File: src/rtl/sysctl_pkg.sv
package sysctl_pkg;

    localparam int DW = 32;

    typedef enum logic [3:0] {
        SL_CTRL, SL_DCC, SL_ICC, SL_BUF, SL_DPROT, SL_IPROT,
        SL_DLOCK, SL_ILOCK, SL_DTCM, SL_ITCM, SL_TRACE
    } slot_e;
    localparam int NSLOT = 11;

    typedef enum logic [2:0] {
        K_BAD, K_SLOT, K_IDENT, K_REGION, K_CMD
    } kind_e;

    typedef struct packed {
        kind_e kind;
        slot_e slot;
    } route_t;

    localparam logic [3:0] RN_IDENT  = 4'd0;
    localparam logic [3:0] RN_CTRL   = 4'd1;
    localparam logic [3:0] RN_CACHE  = 4'd2;
    localparam logic [3:0] RN_BUF    = 4'd3;
    localparam logic [3:0] RN_PROT   = 4'd5;
    localparam logic [3:0] RN_REGION = 4'd6;
    localparam logic [3:0] RN_CMD    = 4'd7;
    localparam logic [3:0] RN_LOCK   = 4'd9;
    localparam logic [3:0] RN_TRACE  = 4'd13;

    function automatic route_t route(input logic [3:0] rn, input logic [1:0] cs);
        route_t r;
        r.kind = K_BAD;
        r.slot = SL_CTRL;
        case (rn)
            RN_IDENT:  r.kind = (cs == 2'd3) ? K_BAD : K_IDENT;
            RN_CTRL:   begin r.kind = K_SLOT; r.slot = SL_CTRL;  end
            RN_BUF:    begin r.kind = K_SLOT; r.slot = SL_BUF;   end
            RN_TRACE:  begin r.kind = K_SLOT; r.slot = SL_TRACE; end
            RN_CACHE:  begin
                r.kind = K_SLOT;
                r.slot = cs[0] ? SL_ICC : SL_DCC;
            end
            RN_PROT:   begin
                if (cs != 2'd3) begin
                    r.kind = K_SLOT;
                    r.slot = (cs == 2'd1) ? SL_IPROT : SL_DPROT;
                end
            end
            RN_LOCK:   begin
                r.kind = K_SLOT;
                case (cs)
                    2'd0:    r.slot = SL_DLOCK;
                    2'd1:    r.slot = SL_ILOCK;
                    2'd2:    r.slot = SL_DTCM;
                    default: r.slot = SL_ITCM;
                endcase
            end
            RN_REGION: r.kind = K_REGION;
            RN_CMD:    r.kind = K_CMD;
            default:   r.kind = K_BAD;
        endcase
        return r;
    endfunction

endpackage

File: src/rtl/sysctl_word_bank.sv
module sysctl_word_bank #(
    parameter int NWORDS = 11,
    parameter int W      = 32,
    parameter int IW     = $clog2(NWORDS)
) (
    input  logic          clk,
    input  logic          rst,
    input  logic          wr_en,
    input  logic [IW-1:0] wr_idx,
    input  logic [W-1:0]  wr_data,
    input  logic [IW-1:0] rd_idx,
    output logic [W-1:0]  rd_data
);

    logic [W-1:0] words [NWORDS];

    for (genvar g = 0; g < NWORDS; g++) begin : g_word
        always_ff @(posedge clk) begin
            if (rst)
                words[g] <= '0;
            else if (wr_en && wr_idx == IW'(g))
                words[g] <= wr_data;
        end

        // a write reaches exactly the word it names
        p_word_store_r4: assert property (@(posedge clk) disable iff (rst)
            (wr_en && wr_idx == IW'(g)) |=> words[g] == $past(wr_data));
    end

    always_comb begin
        rd_data = '0;
        for (int i = 0; i < NWORDS; i++)
            if (rd_idx == IW'(i))
                rd_data = words[i];
    end

endmodule

File: src/rtl/sysctl_region_table.sv
module sysctl_region_table #(
    parameter int NAREA    = 8,
    parameter int AW       = $clog2(NAREA),
    parameter int W        = 32,
    parameter int SZW      = 5,
    parameter int BASE_LSB = 12
) (
    input  logic          clk,
    input  logic          rst,
    input  logic          wr_en,
    input  logic [AW-1:0] idx,
    input  logic [W-1:0]  wr_data,
    output logic [W-1:0]  rd_data
);

    localparam int BW  = W - BASE_LSB;
    localparam int GAP = BASE_LSB - 1 - SZW;

    logic           en   [NAREA];
    logic [SZW-1:0] size [NAREA];
    logic [BW-1:0]  base [NAREA];

    for (genvar g = 0; g < NAREA; g++) begin : g_area
        always_ff @(posedge clk) begin
            if (rst) begin
                en[g]   <= 1'b0;
                size[g] <= '0;
                base[g] <= '0;
            end else if (wr_en && idx == AW'(g)) begin
                en[g]   <= wr_data[0];
                size[g] <= wr_data[SZW:1];
                base[g] <= wr_data[W-1:BASE_LSB];
            end
        end

        // each entry takes the fields of a write addressed to it
        p_area_store_r8: assert property (@(posedge clk) disable iff (rst)
            (wr_en && idx == AW'(g)) |=>
                (en[g] == $past(wr_data[0]) && base[g] == $past(wr_data[W-1:BASE_LSB])));
    end

    always_comb begin
        rd_data = '0;
        for (int i = 0; i < NAREA; i++)
            if (idx == AW'(i))
                rd_data = {base[i], {GAP{1'b0}}, size[i], en[i]};
    end

endmodule

File: src/rtl/sysctl_cmd_decode.sv
module sysctl_cmd_decode #(
    parameter int W = 32
) (
    input  logic         clk,
    input  logic         rst,
    input  logic         fire,
    input  logic [1:0]   csel,
    input  logic [W-1:0] wdata,
    output logic         legal,
    output logic         mnt_valid,
    output logic [3:0]   mnt_op,
    output logic [W-1:0] mnt_addr
);

    localparam logic [2:0] D_LAST = 3'd5;
    localparam logic [2:0] I_LAST = 3'd2;

    always_comb begin
        unique case (csel)
            2'd0:    legal = (wdata[2:0] <= D_LAST);
            2'd1:    legal = (wdata[2:0] <= I_LAST);
            default: legal = 1'b0;
        endcase
    end

    always_ff @(posedge clk) begin
        if (rst) begin
            mnt_valid <= 1'b0;
            mnt_op    <= '0;
            mnt_addr  <= '0;
        end else if (fire && legal) begin
            mnt_valid <= 1'b1;
            mnt_op    <= {csel[0], wdata[2:0]};
            mnt_addr  <= {wdata[W-1:3], 3'b000};
        end else begin
            mnt_valid <= 1'b0;
            mnt_op    <= '0;
            mnt_addr  <= '0;
        end
    end

    // a command only follows a write to the command register
    p_cmd_from_fire_r9: assert property (@(posedge clk) disable iff (rst)
        mnt_valid |-> $past(fire));

    // an illegal combination never produces a command
    p_cmd_illegal_r10: assert property (@(posedge clk) disable iff (rst)
        (fire && !legal) |=> !mnt_valid);

endmodule

File: src/rtl/sysctl_access_fsm.sv
module sysctl_access_fsm (
    input  logic clk,
    input  logic rst,
    input  logic req_rd,
    input  logic req_wr,
    input  logic bad,
    output logic ack,
    output logic err
);

    typedef enum logic [1:0] {ST_IDLE, ST_DONE, ST_FAULT} state_e;

    state_e state, state_nx;

    always_comb begin
        state_nx = ST_IDLE;
        unique case (state)
            ST_IDLE, ST_DONE, ST_FAULT: begin
                if (req_rd || req_wr)
                    state_nx = bad ? ST_FAULT : ST_DONE;
                else
                    state_nx = ST_IDLE;
            end
            default: state_nx = ST_IDLE;
        endcase
    end

    always_ff @(posedge clk) begin
        if (rst)
            state <= ST_IDLE;
        else
            state <= state_nx;
    end

    always_comb begin
        ack = 1'b0;
        err = 1'b0;
        unique case (state)
            ST_IDLE:  ;
            ST_DONE:  ack = 1'b1;
            ST_FAULT: begin ack = 1'b1; err = 1'b1; end
            default:  ;
        endcase
    end

    // an ack answers a request of the previous cycle
    p_ack_follows_req_r3: assert property (@(posedge clk) disable iff (rst)
        ack |-> $past(req_rd || req_wr));

    // no ack without a request
    p_quiet_r3: assert property (@(posedge clk) disable iff (rst)
        !(req_rd || req_wr) |=> !ack);

endmodule

File: src/rtl/sysctl_regbank.sv
module sysctl_regbank
    import sysctl_pkg::*;
#(
    parameter logic [31:0] ID_WORD   = 32'h5A01_0C31,
    parameter logic [31:0] CACHE_CFG = 32'h0F0A_2B3C,
    parameter logic [31:0] TCM_INFO  = 32'h0003_0C00,
    parameter int          NAREA     = 8
) (
    input  logic        clk,
    input  logic        rst,
    input  logic        acc_rd,
    input  logic        acc_wr,
    input  logic [3:0]  acc_reg,
    input  logic [1:0]  acc_csel,
    input  logic [2:0]  acc_area,
    input  logic [31:0] acc_wdata,
    output logic [31:0] acc_rdata,
    output logic        acc_ack,
    output logic        acc_err,
    output logic        mnt_valid,
    output logic [3:0]  mnt_op,
    output logic [31:0] mnt_addr
);

    localparam int SW = $clog2(NSLOT);

    route_t      rt;
    logic        both, cmd_legal, bad, go_rd, go_wr;
    logic [DW-1:0] bank_rd, area_rd, rd_mux;

    assign rt   = route(acc_reg, acc_csel);
    assign both = acc_rd && acc_wr;

    always_comb begin
        bad = both || (rt.kind == K_BAD);
        if (acc_rd && rt.kind == K_CMD)
            bad = 1'b1;
        if (acc_wr && rt.kind == K_IDENT)
            bad = 1'b1;
        if (acc_wr && rt.kind == K_CMD && !cmd_legal)
            bad = 1'b1;
    end

    assign go_rd = acc_rd && !acc_wr && !bad;
    assign go_wr = acc_wr && !acc_rd && !bad;

    sysctl_access_fsm u_fsm (
        .clk    (clk),
        .rst    (rst),
        .req_rd (acc_rd),
        .req_wr (acc_wr),
        .bad    (bad),
        .ack    (acc_ack),
        .err    (acc_err)
    );

    sysctl_word_bank #(.NWORDS(NSLOT), .W(DW), .IW(SW)) u_bank (
        .clk     (clk),
        .rst     (rst),
        .wr_en   (go_wr && rt.kind == K_SLOT),
        .wr_idx  (SW'(rt.slot)),
        .wr_data (acc_wdata),
        .rd_idx  (SW'(rt.slot)),
        .rd_data (bank_rd)
    );

    sysctl_region_table #(.NAREA(NAREA), .AW(3), .W(DW)) u_area (
        .clk     (clk),
        .rst     (rst),
        .wr_en   (go_wr && rt.kind == K_REGION),
        .idx     (acc_area),
        .wr_data (acc_wdata),
        .rd_data (area_rd)
    );

    sysctl_cmd_decode #(.W(DW)) u_cmd (
        .clk       (clk),
        .rst       (rst),
        .fire      (acc_wr && !acc_rd && rt.kind == K_CMD),
        .csel      (acc_csel),
        .wdata     (acc_wdata),
        .legal     (cmd_legal),
        .mnt_valid (mnt_valid),
        .mnt_op    (mnt_op),
        .mnt_addr  (mnt_addr)
    );

    always_comb begin
        rd_mux = '0;
        case (rt.kind)
            K_IDENT: begin
                case (acc_csel)
                    2'd0:    rd_mux = ID_WORD;
                    2'd1:    rd_mux = CACHE_CFG;
                    default: rd_mux = TCM_INFO;
                endcase
            end
            K_SLOT:   rd_mux = bank_rd;
            K_REGION: rd_mux = area_rd;
            default:  rd_mux = '0;
        endcase
    end

    always_ff @(posedge clk) begin
        if (rst)
            acc_rdata <= '0;
        else if (go_rd)
            acc_rdata <= rd_mux;
        else
            acc_rdata <= '0;
    end

    // a refused access never returns data
    p_err_zero_data_r11: assert property (@(posedge clk) disable iff (rst)
        acc_err |-> acc_rdata == '0);

    // a command and a refusal never coincide
    p_cmd_no_err_r10: assert property (@(posedge clk) disable iff (rst)
        mnt_valid |-> (acc_ack && !acc_err));

    // writes to the identification register are refused
    p_ident_ro_r2: assert property (@(posedge clk) disable iff (rst)
        (acc_wr && acc_reg == RN_IDENT) |=> acc_err);

endmodule

File: config.mk
export PLATFORM = sky130hd
export DESIGN_NAME = sysctl_regbank
export DESIGN_NICKNAME = d
export VERILOG_FILES = /design/src/rtl/sysctl_pkg.sv /design/src/rtl/sysctl_word_bank.sv /design/src/rtl/sysctl_region_table.sv /design/src/rtl/sysctl_cmd_decode.sv /design/src/rtl/sysctl_access_fsm.sv /design/src/rtl/sysctl_regbank.sv
export SDC_FILE = /design/constraint.sdc
export NUM_CORES = 1
export LEC_CHECK = 0
export ABC_AREA = 1
export BUFFER_PORTS_ARGS = -buffer_cell sky130_fd_sc_hd__buf_2
export CAP_MARGIN = 15
export CORE_MARGIN = 4
export CORE_UTILIZATION = 56
export DETAILED_ROUTE_END_ITERATION = 8
export GPL_ROUTABILITY_DRIVEN = 0
export PLACE_DENSITY_LB_ADDON = 0.2
export SYNTH_ARGS = -nofsm -noshare
export SYNTH_HDL_FRONTEND = slang
export SYNTH_HIERARCHICAL = 1
export SYNTH_SLANG_ARGS = --single-unit
File: constraint.sdc
create_clock -name clk -period 4.9 [get_ports clk]
set_clock_uncertainty 0.15 [all_clocks]
set_input_delay 0.735 -clock clk [delete_from_list [all_inputs] [get_ports clk]]
set_output_delay 0.735 -clock clk [all_outputs]
set_load 0.005 [all_outputs]
Yosys cells after proc, flatten, opt, wreduce, memory -nomap -nowiden
Memory sizes are Yosys's and may differ from the RTL's. Cells that the tools add are included.

Add/sub/neg operators: 0. $mul: 0. Divide/modulo/power cells: 0. Magnitude comparators: 2. Equal/unequal tests: 35. Shift operators: 0. Mux-type cells: 130. Bitwise gates (word level): 39. Reduce and logical (&&, ||, !) cells: 50.

Operators by type and width (count): 2-to-1 mux 32 bit (30); 2-to-1 mux 20 bit (8); case mux 32 bit (3 select lines) (1); 2-to-1 mux 1 bit (74); case mux 31 bit (2 select lines) (1); 2-to-1 mux 5 bit (9); OR 1 bit (35); logical AND 1 bit (32); == test 4 x 3 -> 1 bit, second input constant (7); == test 4 bit, second input constant (5); case mux 4 bit (5 select lines) (1); == test 4 x 2 -> 1 bit, second input constant (4); == test 3 bit, second input constant (5); case mux 3 bit (5 select lines) (1); == test 3 x 2 -> 1 bit, second input constant (4); case mux 4 bit (3 select lines) (1); == test 4 x 1 -> 1 bit, second input constant (2); logical NOT 4 bit (2); == test 2 bit, second input constant (3); == test 3 x 1 -> 1 bit, second input constant (2); logical NOT 3 bit (2); 2-to-1 mux 2 bit (3); OR reduction 2 bit (3); OR reduction 3 bit (2); 10 further kinds (19).

Flip-flop bits (word level): 71. Latch bits: 0. Bits in writable memories: 560. ROM bits: 0. Input bits: 45. Output and inout port bits: 71. Logic and storage cells: 266. Memories kept: 4.

Memory list: u_bank.words (words 11, width 32, read ports 11, clocked after Yosys merged registers in 0, write ports 11, line sysctl_word_bank.sv:15) `logic [W-1:0] words [NWORDS];`; u_area.base (words 8, width 20, read ports 8, clocked after Yosys merged registers in 0, write ports 8, line sysctl_region_table.sv:21) `logic [BW-1:0] base [NAREA];`; u_area.size (words 8, width 5, read ports 8, clocked after Yosys merged registers in 0, write ports 8, line sysctl_region_table.sv:20) `logic [SZW-1:0] size [NAREA];`; u_area.en (words 8, width 1, read ports 8, clocked after Yosys merged registers in 0, write ports 8, line sysctl_region_table.sv:19) `logic en [NAREA];`.

Logic depth before layout (Yosys ltp)
Gate-level depths: netlist of the first run.

Word-level depth: 17. Mapped depth: 20. Depth with buffers taken out: 20.

By module
Netlist of the first run, hierarchy kept.

By module, submodules not included: sysctl_word_bank (instances 1, cells each 1486, area an instance 15329.7 µm²); sysctl_region_table (instances 1, cells each 869, area an instance 9232.6 µm²); sysctl_regbank (instances 1, cells each 224, area an instance 1551.5 µm²); sysctl_cmd_decode (instances 1, cells each 118, area an instance 1107.3 µm²); sysctl_access_fsm (instances 1, cells each 14, area an instance 102.6 µm²).

Worst setup path after synthesis of the first run
OpenSTA, ideal clock, no wires.

Kind: in2reg. From: in acc_reg[2]. To: mem u_bank.words[5][0] (enable). Setup time: 0.470 ns. Arrival time: 4.093 ns. Path slack: 0.187 ns. Stages: 8. Buffers on the path: 1. Cells stage by stage: inv_1 -> nor2_2 -> nand3_2 -> nand3_2 -> buf_6 -> nor3b_2 -> nand3_1 -> o31ai_1.

RTL lines: start: declaration (line sysctl_regbank.sv:13) `input logic [3:0] acc_reg,`; end: declaration (line sysctl_word_bank.sv:15).

==> results of run 1 <==
critical path, stage by stage:
cell and delay (ps):
buf_2 120, inv_1 80, nor2_1 160, nand2_1 130, o2111ai_1 770, nand2_1 230
nor2_2 360, buf_4 380, buf_4 260, a21oi_1 60, nand4_1 150, nand2_1 100
nand4_1 90, nand2_1 60, a21oi_1 130
cells in the final DEF, fill, tap and decap left out, drive strengths merged, types with 11 or more instances in the layout:
cell	Yosys	final
a21oi	57	57
buf	77	180
clkbuf	112	98
clkinv	0	15
dfxtp	68	68
edfxtp	560	560
inv	223	224
nand2	426	426
nand3	209	209
nand4	176	176
nor2	739	739
o21ai	11	11
or2	29	29
sequential cells by signal, indices dropped and copies added (netlist names):
name / cells
u_cmd/mnt_op: 4
u_area/base: 160
u_cmd/mnt_valid: 1
u_bank/words: 352
u_fsm/state: 2
u_area/en: 8
u_cmd/mnt_addr: 29
u_area/size: 40
acc_rdata: 32
final timing paths:
path                             from                end  slack (ps)  cells past startpoint
hold / removal           acc_wdata[7]  u_cmd/mnt_addr[7]         220                      3
setup reg to reg   u_bank/words[2][9]       acc_rdata[9]        3200                     10
hold reg to reg   u_bank/words[9][29]      acc_rdata[29]         480                      4
setup / recovery           acc_reg[1]       acc_rdata[3]        1430                     15
final cells by class:
type                       instances  area (um^2)  area share
timing repair buffer             180         1150      0.0374
tap                              615          769      0.0251
clock buffer                      98         1910      0.0623
clock inverter                    23          264     0.00862
multi-input combinational       1678         7530       0.246
inverter                         223          842      0.0275
sequential                       628        18200       0.593
per-layer routing:
metal / part of all wire / global-route usage / up-vias
met5: 0.00018 / 0 / -
met4: 0.035 / 0.117 / 2
met3: 0.097 / 0.0479 / 189
met2: 0.48 / 0.474 / 1169
met1: 0.38 / 0.384 / 9879
li1: - / - / 9167
report_power, final:
group          leakage [nW]  internal (W)  switching, W
clock network          1.05       0.00302       0.00201
registers              5.86       0.00606     0.0000716
logic                  5.29      0.000188      0.000628
logic make-up (layout without fill, tap and decap cells):
kind of cell | count (synthesis) | count (layout) | synth area share
AO/OA/AOI/OAI | 77 | 77 | 0.0153
AND/OR/NAND/NOR | 1590 | 1590 | 0.256
flip-flops | 628 | 628 | 0.665
other | 2 | 9 | 0.000275
adder cells (fa/ha/maj) | 2 | 2 | 0.000916
buffers and inverters | 412 | 524 | 0.0627
per-stage QoR:
step                      hold WS [ps]  utilization  total power (W)  cell area (um^2)  std cells
after global placement             455        0.594          0.00701             28500       3324
after detailed placement           459        0.594          0.00704             28500       3324
final                              225        0.639           0.0120             30600       3445
after CTS                          196        0.639           0.0120             30600       3445
after floorplan                    435            -          0.00672             27400       2718
after global routing               217        0.639           0.0123             30600       3445
==> results.sh, run 1 <==
export IMPL_period_share=0.708
export IMPL_fp_dieH_um=229
export IMPL_ys_types=35
export IMPL_ys_flop_type="edfxtp_1"
export IMPL_worstSetupEndpointType="register"
export IMPL_grt_use_total=0.288
export IMPL_syn_area_per_cell_um2=10.1
export IMPL_core_mm2=0.0479
export IMPL_io_buffers=112
export IMPL_fp_dieArea_mm2=0.0524
export IMPL_worst_path_max_fanout=17
export IMPL_synth_top_area_cell="edfxtp_1"
export IMPL_dpl_worst_slack_ps=983
export IMPL_die_w_um=229
export IMPL_path_clk_slew_ps=60
export IMPL_grt_max_degree=78
export IMPL_htreeDepth=3
export IMPL_max_freq_mhz=288
export IMPL_slew_limit_headroom=0.345
export IMPL_dr_total_vias=20400
export IMPL_wire_per_inst_um=22.3
export IMPL_power_density_mw_per_mm2=391
export IMPL_start_util=0.570
export IMPL_irDropWorstVdd_uv=258
export IMPL_cts_tree="done"
export IMPL_hp_class="in -> reg"
export IMPL_numClockSinks=628
export IMPL_drv_slew=0
export IMPL_path_class="in -> reg"
export IMPL_area_growth_pct=12.1
export IMPL_nets=2824
export IMPL_ys_seq_area_frac=0.665
export IMPL_synthArstFlopShare=0
export IMPL_cts_made_buffers=66
export IMPL_clock_root_buffer="clkbuf_16"
export IMPL_tns_ps=0
export IMPL_leakage_nw=12.2
export IMPL_syn_area_mm2=0.0273
export IMPL_finalHoldViolations=0
export IMPL_synth_top_cell_area_share=0.615
export IMPL_via_per_inst=5.92
export IMPL_antenna_found_initial=1
export IMPL_setup_viol=0
export IMPL_ant_nets=0
export IMPL_ios=116
export IMPL_diodes=0
export IMPL_hpwl_mm=47.0
export IMPL_wl_mm=76.9
export IMPL_startpoint_type="input port"
export IMPL_drt_first_pass_iters=6
export IMPL_post_cts_buffers=0
export IMPL_grt_pass1_vias=19900
export IMPL_final_layout_size_suffix_gt1_frac=0.121
export IMPL_tightestPinTransition_ps=973
export IMPL_synthTopCellsByCount="713 x nor2_1, 560 x edfxtp_1, 424 x nand2_1"
export IMPL_status="completed"
export IMPL_drcViolationCount=0
export IMPL_clk_latency_ps=590
export IMPL_yosys_top_cells_area="edfxtp_1 62%, nor2_1 9.8%, nand2_1 5.8%"
export IMPL_crit_required_ps=5260
export IMPL_yosys_warnings=6
export IMPL_fillers=3754
export IMPL_cts_resized=0
export IMPL_synth_most_common_cell="nor2_1"
export IMPL_dr_first_iter_drc_count=2617
export IMPL_crit_arrival_ps=3830
export IMPL_min_period_ps=3470
export IMPL_rsz0062_at_grt="false"
export IMPL_grt_overflow_total=0
export IMPL_fp_row_count=80
export IMPL_grt_pass1_wl_mm=116
export IMPL_syn_inst=2711
export IMPL_cts_buffer_depth=3
export IMPL_synth_edf_count=560
export IMPL_drv_cap=0
export IMPL_worst_slack_ps=1430
export IMPL_cts_hold_buf=0
export IMPL_ys_ff_latch=628
No activity file was read; power rests on OpenSTA's default activity.
==> inputs of run 2 (changes only) <==
- clock period: 4.9 -> 3 ns (I/O delays scaled with it)
==> run 2 against run 1 <==
  * Power up 60%
  * Flip-flop and latch count unchanged
  * Cell count up 2.4%
  * Wire length down 6.7%
  * Hold slack worse by 190 ps
  * Clock power up 54%
  * Utilization up 2.0 points
  * Global-route usage down 1.8 points
  * Register-to-register slack worse by 1800 ps
  * Die area unchanged
  * Sequential share of layout area down 1.8 points
  * Non-clock buffer count up 84
  * Highest routed layer is now met4
==> results.sh, run 2 (synthesis gave the netlist of run 1 again) <==
export IMPL_r2r_cells=6
export IMPL_hp_class="in -> reg"
export IMPL_regArea_mm2=0.0182
export IMPL_start_util=0.570
export IMPL_grt_util_met1=0.365
export IMPL_reg2reg_from="u_area/base[1][4]"
export IMPL_worst_path_max_fanout=32
export IMPL_cts_tree="done"
export IMPL_crit_family="buffers and inverters"
export IMPL_cp_depth=14
export IMPL_path_clk_slew_ps=60
export IMPL_final_layout_size_suffix_gt1_frac=0.139
export IMPL_rrSetupSlack_ps=1360
export IMPL_ios=116
export IMPL_wl_mm=71.8
export IMPL_min_period_ps=2770
export IMPL_wire_per_inst_um=20.3
export IMPL_cts_buffer_depth=3
export IMPL_critPathMostFrequentCell="nand2_1"
export IMPL_power_density_mw_per_mm2=607
export IMPL_dr_first_iter_drc_count=2103
export IMPL_fp_row_count=80
export IMPL_drcViolationCount=0
export IMPL_cp_cell_sequence="dlygate4sd3_1 > buf_2 > inv_1 > nand2_1 > a21oi_1 > or2_0 > nand3_1 > nor3b_2 > inv_1 > nor3_2 > buf_4 > nand2_1 > nand2_1 > buf_12"
export IMPL_leakage_nw=12.7
export IMPL_startpoint="acc_wdata[1]"
export IMPL_top_usage_layer="met2"
export IMPL_drv_slew=0
export IMPL_dp_cells=3385
export IMPL_final_cells=3529
export IMPL_fp_dieH_um=229
export IMPL_core_mm2=0.0479
export IMPL_drt_first_pass_iters=8
export IMPL_area_growth_pct=15.7
export IMPL_worstSetupEndpointType="register"
export IMPL_hpwl_mm=47.0
export IMPL_tightestPinTransition_ps=820
export IMPL_die_w_um=229
export IMPL_crit_required_ps=3120
export IMPL_finalHoldViolations=0
export IMPL_cp_num_buf_inv=6
export IMPL_path_class="in -> reg"
export IMPL_multiInputGateArea_mm2=0.00753
export IMPL_period_share=0.924
export IMPL_met3_usage=0.0398
export IMPL_drv_cap=0
export IMPL_grt_pass1_vias=19300
export IMPL_max_freq_mhz=361
export IMPL_gr_usage_met2=0.450
export IMPL_grt_use_total=0.269
export IMPL_antenna_found_initial=1
export IMPL_dpl_worst_slack_ps=18.2
export IMPL_ant_nets=0
export IMPL_nets=2908
export IMPL_clk_latency_ps=600
export IMPL_slew_limit_headroom=0.453
export IMPL_post_cts_buffers=0
export IMPL_grt_max_degree=47
export IMPL_via_per_inst=5.70
export IMPL_status="completed"
export IMPL_crit_arrival_ps=2900
export IMPL_fp_dieArea_mm2=0.0524
export IMPL_final_cell_mix="705 x nor2_1, 560 x edfxtp_1, 424 x nand2_1, 215 x inv_1, 200 x nand3_1"
export IMPL_irDropWorstVdd_uv=440
export IMPL_grt_pass1_wl_mm=110
export IMPL_layout_cells_most_common="nor2_1"
export IMPL_startpoint_type="input port"
export IMPL_cts_made_buffers=66
export IMPL_largest_register_ffs=352
export IMPL_setup_viol=0
export IMPL_fillers=3586
export IMPL_worst_slack_ps=227
export IMPL_slowest_delay_ps=530
export IMPL_r2r_end="acc_rdata[16]"
export IMPL_htreeDepth=3
export IMPL_rsz0062_at_grt="false"
export IMPL_io_buffers=112
export IMPL_slowest_stage="dlygate4sd3_1"
export IMPL_dr_total_vias=20100
export IMPL_numClockSinks=628
export IMPL_layout_top_registers="u_bank/words: 352 flops, u_area/base: 160 flops, u_area/size: 40 flops"
export IMPL_endpoint="u_bank/words[0][18]"
export IMPL_grt_overflow_total=0
export IMPL_clock_root_buffer="clkbuf_16"
export IMPL_regMostFlops="u_bank/words"
run 2: worst min path at each step:
stage	start	to	slack (ps)	depth (start not counted)
floorplan	acc_wdata[27]	u_cmd/mnt_addr[27]	410	2
CTS	acc_wdata[17]	u_cmd/mnt_addr[17]	0.9	3
finish	acc_wdata[17]	u_cmd/mnt_addr[17]	30	3
global placement	u_bank/words[9][4]	acc_rdata[4]	460	4
detailed placement	u_bank/words[10][1]	acc_rdata[1]	460	4
global route	acc_wdata[17]	u_cmd/mnt_addr[17]	10	3
run 2: cell type report:
type | instances | share of cell area
inverters | 223 | 0.0266
clock inverters | 29 | 0.00606
flip-flops and latches | 628 | 0.575
diodes | 1 | 0.0000792
repair buffers | 264 | 0.0715
well taps | 615 | 0.0243
multi-input cells | 1678 | 0.238
clock buffers | 91 | 0.0582
run 2: worst register-to-register path, delay by kind of cell (launching register included):
family | cells | cell delay, ps
AO/OA/AOI/OAI | 2 | 500
AND/OR/NAND/NOR | 4 | 520
flip-flops | 1 | 360
run 2: power by group:
group / switching, W / internal, W / total (W)
sequential: 0.000113 / 0.00989 / 0.0100
clock: 0.00328 / 0.00446 / 0.00775
combinational: 0.00103 / 0.000412 / 0.00144
run 2: per-layer routing:
| metal | share of wire | wire [um] | vias up |
|---|---|---|---|
| li1 | - | - | 9331 |
| met1 | 0.40 | 28700 | 9721 |
| met2 | 0.49 | 35400 | 926 |
| met3 | 0.078 | 5580 | 135 |
| met4 | 0.029 | 2110 | 0 |
| met5 | 0 | 0 | - |
run 2: stage by stage:
| step | util | power, W | instance area [um^2] | setup TNS, ps | hold slack (ps) |
|---|---|---|---|---|---|
| after floorplan | - | 0.0110 | 27400 | -30060 | 412 |
| after global placement | 0.612 | 0.0115 | 29400 | 0 | 457 |
| final | 0.659 | 0.0192 | 31600 | 0 | 31.8 |
| after detailed placement | 0.612 | 0.0116 | 29400 | 0 | 463 |
| after global routing | 0.659 | 0.0198 | 31600 | 0 | 11.7 |
| after CTS | 0.659 | 0.0193 | 31600 | 0 | 0.871 |
run 2: timing repair:
item / 4_1_cts / 5_1_grt
hold endpoints to repair: 23 / 0
hold buffers: 23 / 0
gates resized for setup: 0 / 0
